===== src/rtl/sereep_pkg.sv =====
package sereep_pkg;

  typedef enum logic [2:0] {
    ST_IDLE,
    ST_CTRL,
    ST_AHI,
    ST_ALO,
    ST_WDAT,
    ST_RDAT
  } slv_state_t;

  // control byte selects this device: type code in [7:4], select in [3:1]
  function automatic logic ctrl_hit(input logic [7:0] b, input logic [3:0] code,
                                    input logic [2:0] sel);
    return (b[7:4] == code) && (b[3:1] == sel);
  endfunction

endpackage


===== src/rtl/sereep_sync.sv =====
module sereep_sync #(
  parameter int WIDTH  = 2,
  parameter int STAGES = 2
) (
  input  logic             clk,
  input  logic             rst_n,
  input  logic [WIDTH-1:0] d_i,
  output logic [WIDTH-1:0] q_o
);
  for (genvar g = 0; g < WIDTH; g++) begin : g_bit
    logic [STAGES-1:0] chain;
    always_ff @(posedge clk or negedge rst_n) begin
      if (!rst_n) chain <= '1;
      else        chain <= {chain[STAGES-2:0], d_i[g]};
    end
    assign q_o[g] = chain[STAGES-1];
  end
endmodule


===== src/rtl/sereep_cond_det.sv =====
module sereep_cond_det (
  input  logic clk,
  input  logic rst_n,
  input  logic scl_s,
  input  logic sda_s,
  output logic scl_rise,
  output logic scl_fall,
  output logic start_evt,
  output logic stop_evt
);
  logic scl_q, sda_q;

  always_ff @(posedge clk or negedge rst_n) begin
    if (!rst_n) begin
      scl_q <= 1'b1;
      sda_q <= 1'b1;
    end else begin
      scl_q <= scl_s;
      sda_q <= sda_s;
    end
  end

  assign scl_rise  = scl_s & ~scl_q;
  assign scl_fall  = ~scl_s & scl_q;
  assign start_evt = scl_s & scl_q & sda_q & ~sda_s;
  assign stop_evt  = scl_s & scl_q & ~sda_q & sda_s;
endmodule


===== src/rtl/sereep_addr_ptr.sv =====
module sereep_addr_ptr #(
  parameter int ADDR_W = 15
) (
  input  logic              clk,
  input  logic              rst_n,
  input  logic              load_i,
  input  logic [ADDR_W-1:0] load_val_i,
  input  logic              inc_i,
  output logic [ADDR_W-1:0] ptr_o
);
  function automatic logic [ADDR_W-1:0] ptr_next(input logic [ADDR_W-1:0] p);
    return p + ADDR_W'(1);
  endfunction

  always_ff @(posedge clk or negedge rst_n) begin
    if (!rst_n)      ptr_o <= '0;
    else if (load_i) ptr_o <= load_val_i;
    else if (inc_i)  ptr_o <= ptr_next(ptr_o);
  end

  // each advance is exactly one step, wrapping at the top
  a_r8_ptr_step: assert property (@(posedge clk) disable iff (!rst_n)
    (inc_i && !load_i) |=> (ptr_o == ptr_next($past(ptr_o))));
endmodule


===== src/rtl/sereep_bus_slave.sv =====
module sereep_bus_slave #(
  parameter int         ADDR_W      = 15,
  parameter logic [3:0] TYPE_CODE   = 4'b1010,
  parameter int         SYNC_STAGES = 2
) (
  input  logic              clk,
  input  logic              rst_n,
  input  logic              scl_i,
  input  logic              sda_i,
  input  logic [2:0]        dev_sel_i,
  input  logic              wr_busy_i,
  output logic              sda_oe_o,
  output logic              wr_byte_valid_o,
  output logic [ADDR_W-1:0] wr_byte_addr_o,
  output logic [7:0]        wr_byte_data_o,
  output logic              wr_stop_o,
  output logic              rd_req_o,
  output logic [ADDR_W-1:0] rd_addr_o,
  input  logic [7:0]        rd_data_i
);
  import sereep_pkg::*;

  localparam int HI_KEEP = ADDR_W - 8;

  function automatic logic [ADDR_W-1:0] word_addr(input logic [7:0] hi, input logic [7:0] lo);
    return {hi[HI_KEEP-1:0], lo};
  endfunction

  logic scl_lvl, sda_lvl;
  logic scl_rise, scl_fall, start_evt, stop_evt;
  logic [ADDR_W-1:0] ptr;

  sereep_sync #(.WIDTH(2), .STAGES(SYNC_STAGES)) i_sync (
    .clk(clk), .rst_n(rst_n), .d_i({scl_i, sda_i}), .q_o({scl_lvl, sda_lvl}));

  sereep_cond_det i_det (
    .clk(clk), .rst_n(rst_n), .scl_s(scl_lvl), .sda_s(sda_lvl),
    .scl_rise(scl_rise), .scl_fall(scl_fall), .start_evt(start_evt), .stop_evt(stop_evt));

  slv_state_t state;
  logic [3:0] cnt;
  logic [7:0] rx_sh, tx_sh, hi_q, rd_byte;
  logic       rw_q, wr_any, fetch_pend;

  logic rx_state, rx_end, ack_ok, load_now;
  assign rx_state = (state == ST_CTRL) || (state == ST_AHI) ||
                    (state == ST_ALO)  || (state == ST_WDAT);
  assign rx_end   = rx_state && scl_fall && (cnt == 4'd8);
  assign ack_ok   = !wr_busy_i &&
                    ((state != ST_CTRL) || ctrl_hit(rx_sh, TYPE_CODE, dev_sel_i));
  assign load_now = rx_end && ack_ok && (state == ST_ALO);

  sereep_addr_ptr #(.ADDR_W(ADDR_W)) i_ptr (
    .clk(clk), .rst_n(rst_n), .load_i(load_now), .load_val_i(word_addr(hi_q, rx_sh)),
    .inc_i(rd_req_o | wr_byte_valid_o), .ptr_o(ptr));

  assign rd_addr_o = ptr;

  always_ff @(posedge clk or negedge rst_n) begin
    if (!rst_n) begin
      state <= ST_IDLE; cnt <= '0; rx_sh <= '0; tx_sh <= '0; hi_q <= '0;
      rd_byte <= '0; rw_q <= 1'b0; wr_any <= 1'b0; fetch_pend <= 1'b0;
      sda_oe_o <= 1'b0; wr_byte_valid_o <= 1'b0; wr_byte_addr_o <= '0;
      wr_byte_data_o <= '0; wr_stop_o <= 1'b0; rd_req_o <= 1'b0;
    end else begin
      rd_req_o        <= 1'b0;
      wr_byte_valid_o <= 1'b0;
      wr_stop_o       <= 1'b0;
      fetch_pend      <= rd_req_o;
      if (fetch_pend) rd_byte <= rd_data_i;

      if (start_evt) begin
        state <= ST_CTRL; cnt <= '0; sda_oe_o <= 1'b0; wr_any <= 1'b0;
      end else if (stop_evt) begin
        state <= ST_IDLE; cnt <= '0; sda_oe_o <= 1'b0;
        wr_stop_o <= wr_any; wr_any <= 1'b0;
      end else if (state != ST_IDLE) begin
        if (scl_rise) begin
          cnt <= cnt + 4'd1;
          if (state == ST_RDAT) begin
            if (cnt == 4'd8) begin
              if (sda_lvl) state <= ST_IDLE;   // master withheld its acknowledge
              else         rd_req_o <= 1'b1;
            end
          end else if (cnt < 4'd8) begin
            rx_sh <= {rx_sh[6:0], sda_lvl};
          end
        end
        if (scl_fall) begin
          if (rx_state) begin
            if (cnt == 4'd8) begin
              if (ack_ok) begin
                sda_oe_o <= 1'b1;
                case (state)
                  ST_CTRL: begin
                    rw_q <= rx_sh[0];
                    if (rx_sh[0]) rd_req_o <= 1'b1;
                  end
                  ST_AHI:  hi_q <= rx_sh;
                  ST_WDAT: begin
                    wr_byte_valid_o <= 1'b1;
                    wr_byte_addr_o  <= ptr;
                    wr_byte_data_o  <= rx_sh;
                    wr_any          <= 1'b1;
                  end
                  default: ;
                endcase
              end else begin
                state <= ST_IDLE;
              end
            end else if (cnt == 4'd9) begin
              sda_oe_o <= 1'b0;
              cnt      <= '0;
              case (state)
                ST_CTRL: begin
                  if (rw_q) begin
                    state    <= ST_RDAT;
                    sda_oe_o <= ~rd_byte[7];
                    tx_sh    <= {rd_byte[6:0], 1'b0};
                  end else begin
                    state <= ST_AHI;
                  end
                end
                ST_AHI:  state <= ST_ALO;
                default: state <= ST_WDAT;
              endcase
            end
          end else begin
            if (cnt == 4'd9) begin
              cnt      <= '0;
              sda_oe_o <= ~rd_byte[7];
              tx_sh    <= {rd_byte[6:0], 1'b0};
            end else if (cnt == 4'd8) begin
              sda_oe_o <= 1'b0;
            end else if (cnt != 4'd0) begin
              sda_oe_o <= ~tx_sh[7];
              tx_sh    <= {tx_sh[6:0], 1'b0};
            end
          end
        end
      end
    end
  end

  // the pull-down only moves while the bus clock is low
  a_r10_oe_scl_low: assert property (@(posedge clk) disable iff (!rst_n)
    !$stable(sda_oe_o) |-> !scl_lvl);
  // a byte finishing under busy is never acknowledged
  a_r7_busy_silent: assert property (@(posedge clk) disable iff (!rst_n)
    (rx_end && wr_busy_i) |=> (!sda_oe_o && !wr_byte_valid_o));
  // a Start restarts framing with the line released
  a_r2_start_restart: assert property (@(posedge clk) disable iff (!rst_n)
    start_evt |=> (state == ST_CTRL && cnt == 4'd0 && !sda_oe_o));
  // a Stop always returns to idle
  a_r6_stop_idle: assert property (@(posedge clk) disable iff (!rst_n)
    stop_evt |=> (state == ST_IDLE));
  // a read request is a single-cycle pulse and never meets a write strobe
  a_r8_req_pulse: assert property (@(posedge clk) disable iff (!rst_n)
    rd_req_o |=> (!rd_req_o && $onehot0({rd_req_o, wr_byte_valid_o})));
endmodule


===== config.mk =====
export PLATFORM = sky130hd
export DESIGN_NAME = sereep_bus_slave
export DESIGN_NICKNAME = d
export VERILOG_FILES = /design/src/rtl/sereep_pkg.sv /design/src/rtl/sereep_sync.sv /design/src/rtl/sereep_cond_det.sv /design/src/rtl/sereep_addr_ptr.sv /design/src/rtl/sereep_bus_slave.sv
export SDC_FILE = /design/constraint.sdc
export NUM_CORES = 1
export LEC_CHECK = 0
export BUFFER_PORTS_ARGS = -buffer_cell sky130_fd_sc_hd__buf_2
export CAP_MARGIN = 20
export CORE_ASPECT_RATIO = 0.75
export CORE_MARGIN = 4
export CORE_UTILIZATION = 61
export CTS_BUF_LIST = sky130_fd_sc_hd__clkbuf_8 sky130_fd_sc_hd__clkbuf_16
export DETAILED_ROUTE_END_ITERATION = 7
export GPL_ROUTABILITY_DRIVEN = 0
export PLACE_DENSITY = 0.84
export SLEW_MARGIN = 20
export SYNTH_ARGS = -nofsm -noshare
export SYNTH_HDL_FRONTEND = slang
export SYNTH_SLANG_ARGS = --single-unit

===== constraint.sdc =====
create_clock -name clk -period 4.6 [get_ports clk]
set_input_delay 0.92 -clock clk [delete_from_list [all_inputs] [get_ports clk]]
set_output_delay 0.92 -clock clk [all_outputs]
set_load 0.03 [all_outputs]

== Word-level counts from Yosys, hierarchy flattened ==
Index checks and enable logic that the tools add are counted.
Storage, ports and cells
  output and inout bits: 42
  bits of input ports: 16
  logic and storage cells: 162
  bits in registers: 89
Operators by class
  muxes and demuxes: 76
  order comparisons: 1
  eq/ne operators: 17
  bitwise gates (word level): 17
  reductions and logical operators: 29
  add/sub/neg operators: 2
Operators by type and width (number)
  8-bit 2-to-1 mux: 8
  1-bit 2-to-1 mux: 44
  3-bit 2-to-1 mux: 13
  4-bit 2-to-1 mux: 8
  15-bit 2-to-1 mux: 2
  8-bit AND reduction: 3
  3-bit nonzero test: 7
  15-bit by 1-bit adder with 15-bit output, second input constant: 1
  4-bit equality test, second input constant: 3
  6-bit AND reduction: 2
  10-bit AND reduction: 1
  1-bit NOT: 9
  1-bit AND: 7
  3-bit by 2-bit equality test with 1-bit output, second input constant: 2
  3-bit equality test, second input constant: 2
  1-bit logical AND: 6
  2-bit by 1-bit != test with 1-bit output, second input constant: 3
  3-bit case mux with 2 select lines: 1
  5-bit by 1-bit != test with 1-bit output, second input constant: 1
  5-bit by 3-bit != test with 1-bit output, second input constant: 1
  5-bit AND reduction: 1
  5-bit nonzero test: 1
  4-bit by 1-bit adder with 4-bit output, second input constant: 1
  1-bit logical OR: 4
  9 further kinds: 11

== Longest topological paths before layout ==
  depth after elaboration: 13
  depth in mapped cells: 9

== Hierarchy ==
From an unflattened synthesis, not the netlist that was laid out.
Unflattened totals
  cell total of the unflattened synthesis: 353
  area total of the unflattened synthesis: 4280.4 µm²
By module, submodules not included
  sereep_bus_slave: area an instance 3200.6 µm², instances 1, seq. area each 1676.6 µm², cells each 256
  sereep_addr_ptr: area an instance 874.6 µm², instances 1, seq. area each 375.4 µm², cells each 85
  sereep_sync: area an instance 120.1 µm², instances 1, seq. area each 105.1 µm², cells each 6
  sereep_cond_det: area an instance 85.1 µm², instances 1, seq. area each 52.6 µm², cells each 6

== Least setup slack after synthesis ==
Ideal clock, no wire load.
  path type: input port to flip-flop
  start point: input wr_busy_i
  end point: register wr_byte_addr_o[0]
  path buffers: 2
  data arrival time: 2026 ps
  setup time: 125 ps
  slack: 2449 ps
  required time: 4475 ps
  stages: 4
  cell sequence: or4_1 > buf_6 > buf_12 > mux2_4
Between the ends
  word-level cells in the longest chain between the ends: 3
RTL lines
  start, declared: RTL line sereep_bus_slave.sv:11  | input logic wr_busy_i,
  1-bit zero test: RTL line sereep_bus_slave.sv:49  | assign ack_ok = !wr_busy_i &&
  1-bit logical AND: RTL line sereep_bus_slave.sv:49
  8-bit AND reduction (no source line)
  end signal, assigned: RTL line sereep_bus_slave.sv:102  | wr_byte_addr_o <= ptr;
  end, declared: RTL line sereep_bus_slave.sv:14  | output logic [ADDR_W-1:0] wr_byte_addr_o,
No other way between the ends.
A chain may end at the register's enable or synchronous reset.

== Worst setup path after layout ==
  start point: register cnt[0]
  end point: register tx_sh[1]
Between the ends
  word-level cells in the longest chain between the ends: 3
RTL lines
  start, declared: RTL line sereep_bus_slave.sv:41  | logic [3:0] cnt;
  start signal, assigned: RTL line sereep_bus_slave.sv:79  | cnt <= cnt + 4'd1;
  4-bit equality test (tied with other cells): RTL line sereep_bus_slave.sv:91, sereep_bus_slave.sv:133
  2-bit by 1-bit != test with 1-bit output (no source line) (tied with other cells)
  10-bit AND reduction (no source line) or 8-bit 2-to-1 mux (tied branches)
  end signal, assigned: RTL line sereep_bus_slave.sv:119  | tx_sh <= {rd_byte[6:0], 1'b0};
  end signal, assigned: RTL line sereep_bus_slave.sv:132  | tx_sh <= {rd_byte[6:0], 1'b0};
  end signal, assigned: RTL line sereep_bus_slave.sv:137  | tx_sh <= {tx_sh[6:0], 1'b0};
  end, declared: RTL line sereep_bus_slave.sv:42  | logic [7:0] rx_sh, tx_sh, hi_q, rd_byte;
Several ways; a longest one is shown, not always the timed one.

==> metrics.md <==
| Metric | Value |
|---|---|
| Outcome | `finished clean` |
| Synth cell types | `51` |
| Logic depth of the worst path, buffers included | `6` |
| Net count after synthesis | `364` |
| Cts repair resizes | `0` |
| Worst Setup End Kind | `flip-flop` |
| Slowest library cell on the worst path | `nor4b_1` |
| # IOs | `58` |
| GRT Residual Overflow | `0` |
| CP cell instances | `inv_1, ha_1, nor3b_1, nor4b_1, o211ai_1, o31ai_1` |
| Die area | `0.00811 mm²` |
| Worst Path Buf+Inv | `1` |
| Worst setup SP type | `flip-flop` |
| Post-route cell area | `0.00459 mm²` |
| Fill cells | `439` |
| Yosys reg bits | `88` |
| Clock net sink count | `88` |
| Fin crit share | `0.548` |
| Antenna Cells | `0` |
| Hold-fix buffer count after cts | `0` |
| Hold crit path type | `flip-flop to flip-flop` |
| CTS Buf Count | `9` |
| Die X | `103 µm` |
| Max VDD drop | `255 µV` |
| Clock slew at reported path FFs | `80 ps` |
| WL per Instance | `17.0 µm` |
| Reg2Reg Launch Point | `cnt[0]` |
| Primary FF master, synth | `dfrtp_1` |
| Final Routed Wirelength | `8.22 mm` |
| Lkg Pwr | `0.00223 µW` |
| Crit Path Max Fanout | `14` |
| H-Tree Depth | `3` |
| Pwr Density | `337 mW/mm²` |
| Avg Synthesized Cell Area | `11.9 µm²` |
| Cells after DPL | `467` |
| Row Count | `25` |
| Worst Max-Slew Pin Slew | `897 ps` |
| Vias in the first global route | `2726` |
| Hpwl dp | `5.68 mm` |
| Antenna viol nets, final | `0` |
| Vert. Die Dim | `79 µm` |
| Synth-to-layout area growth | `12.1%` |
| Final Hold Viols | `0` |
| Final Setup Violations | `0` |
| R2r worst-path depth | `6` |
| Data required, critical path | `4860 ps` |
| Max cap viols | `0` |
| Synth Cell Area | `0.00410 mm²` |
| Gr usage total | `0.219` |
| Initial Util | `0.639` |
| Fin crit period | `2520 ps` |
| Root Driver | `clkbuf_8` |
| Area leader, netlist | `dfrtp_1` |
| Asr flop ratio synth | `1.00` |
| Ys Warns | `0` |
| Launch point of the critical path | `cnt[0]` |
| DR vias/cell | `5.82` |
| Skew final | `14.5 ps` |
| Routed vias | `2806` |
| First-pass GRT wire length | `13.9 mm` |
| Fraction of layout cells with a size suffix above 1 | `0.312` |
| Top cells by area, synth | `dfrtp_1 50%, mux2_2 8.0%, mux2_4 5.9%` |
| DRT iter0 DRCs | `209` |
| Largest net degree at the start of global routing | `89` |
| Post-synth EDFFs | `0` |
| Worst EP arrival | `2780 ps` |
| Setup TNS | `0 ps` |
| Clk buf depth | `2` |
| Setup repair bufs after CTS | `0` |
| Critical setup path kind | `flip-flop to flip-flop` |
| Top cells by count, synth | `82 x dfrtp_1, 32 x nand2_1, 29 x mux2_2` |
| Hold_sp | `i_sync.g_bit[0].chain[0]` |
| Dpl cell area | `0.00438 mm²` |
| Number of cells produced by synthesis | `344` |
| Remaining DRCs | `0` |
| Initial antenna violation count | `0` |
| CTS tree | `done` |
| Post-synth top area share | `0.500` |
| Delay-heaviest family, CP | `compound AO/OA/AOI/OAI gates` |
| Final nets | `417` |
| Clk_lat worst skew | `360 ps` |
| Most common cell in the netlist | `dfrtp_1` |
| Fin. max-slew vios | `0` |
| Core area | `0.00641 mm²` |
| DRT Pass-1 Iters | `4` |
| WHS Path Cells | `0` |
| Crit path largest cell delay | `600 ps` |
| Non-filler cells, final | `482` |
| Highest clock rate | `397 MHz` |
| RSZ-0062 raised after global routing | `no` |
| Port Buffer Count | `57` |
| Slew margin rel. | `0.397` |
| Post-synthesis sequential area ratio | `0.539` |
-- metal layers --
metal	GRT usage	vias up	wire (µm)
met3	0.0448	10	509
met2	0.315	86	3720
met1	0.329	1371	3890
li1	-	1339	-
met4	0.0799	0	99
met5	0	-	0
-- cells in the final DEF (no fill, tap or decap), types with 4 or more instances in the layout --
| cell | instances |
|---|---|
| dfstp_2 | 6 |
| xnor2_1 | 6 |
| buf_2 | 56 |
| nor2_1 | 12 |
| o21ai_0 | 27 |
| nor4_1 | 4 |
| ha_1 | 4 |
| xor2_1 | 12 |
| mux2_4 | 16 |
| nand3_1 | 5 |
| nand2b_1 | 7 |
| mux2_2 | 29 |
| dfrtp_1 | 82 |
| clkbuf_8 | 9 |
| o21ai_1 | 4 |
| nand4_1 | 7 |
| a21oi_1 | 10 |
| nor3_1 | 5 |
| nand2_1 | 32 |
| mux2i_1 | 8 |
| inv_1 | 11 |
-- layout make-up --
cell class                 instances  area, µm²  share of cell area
tap                               81        101              0.0221
inverter                          10       37.5             0.00817
clock inverter                     6       85.1              0.0185
timing repair buffer              58        299              0.0651
clock buffer                       9        124              0.0270
multi-input combinational        230       1740               0.378
sequential                        88       2210               0.481
-- where the power goes --
part	switching, µW	internal (µW)
Sequential	43.1	803
Clock	266	302
Combinational	82.7	52.4
-- kinds of logic after synthesis --
group,Yosys count,synth area share
buffers and inverters,26,0.0372
AOI/OAI and AO/OA,62,0.0949
DFF,88,0.539
muxes,53,0.158
and+or+nand+nor,93,0.121
adders and majority gates,4,0.0122
xor gates and xnor gates,18,0.0384
-- final timing paths --
path | to | slack, ps
hold reg to reg | i_sync.g_bit[0].chain[1] | 360
setup / recovery | tx_sh[1] | 2080
min in group asynchronous | wr_byte_addr_o[4] | 610
max in group asynchronous | wr_any | 3470
setup reg to reg | tx_sh[1] | 2080
hold / removal | i_sync.g_bit[0].chain[1] | 360
-- registers in the layout (all words and copies together) (netlist names), 3 cells and up --
| register | cells |
|---|---|
| i_ptr.ptr_o | 15 |
| wr_byte_addr_o | 15 |
| rd_byte | 8 |
| rx_sh | 8 |
| wr_byte_data_o | 8 |
| hi_q | 7 |
| tx_sh | 7 |
| cnt | 4 |
| i_sync.g_bit.chain | 4 |
| state | 3 |
-- stage by stage --
step	total power, µW	setup WS (ps)	util	hold slack, ps
after global placement	989	2170	0.683	347
after global routing	1620	1720	0.716	362
after CTS	1560	2110	0.716	360
after detailed placement	995	2100	0.683	349
final	1550	2080	0.716	359
after floorplan	938	2450	-	345
(Power assumes the default switching activity.)
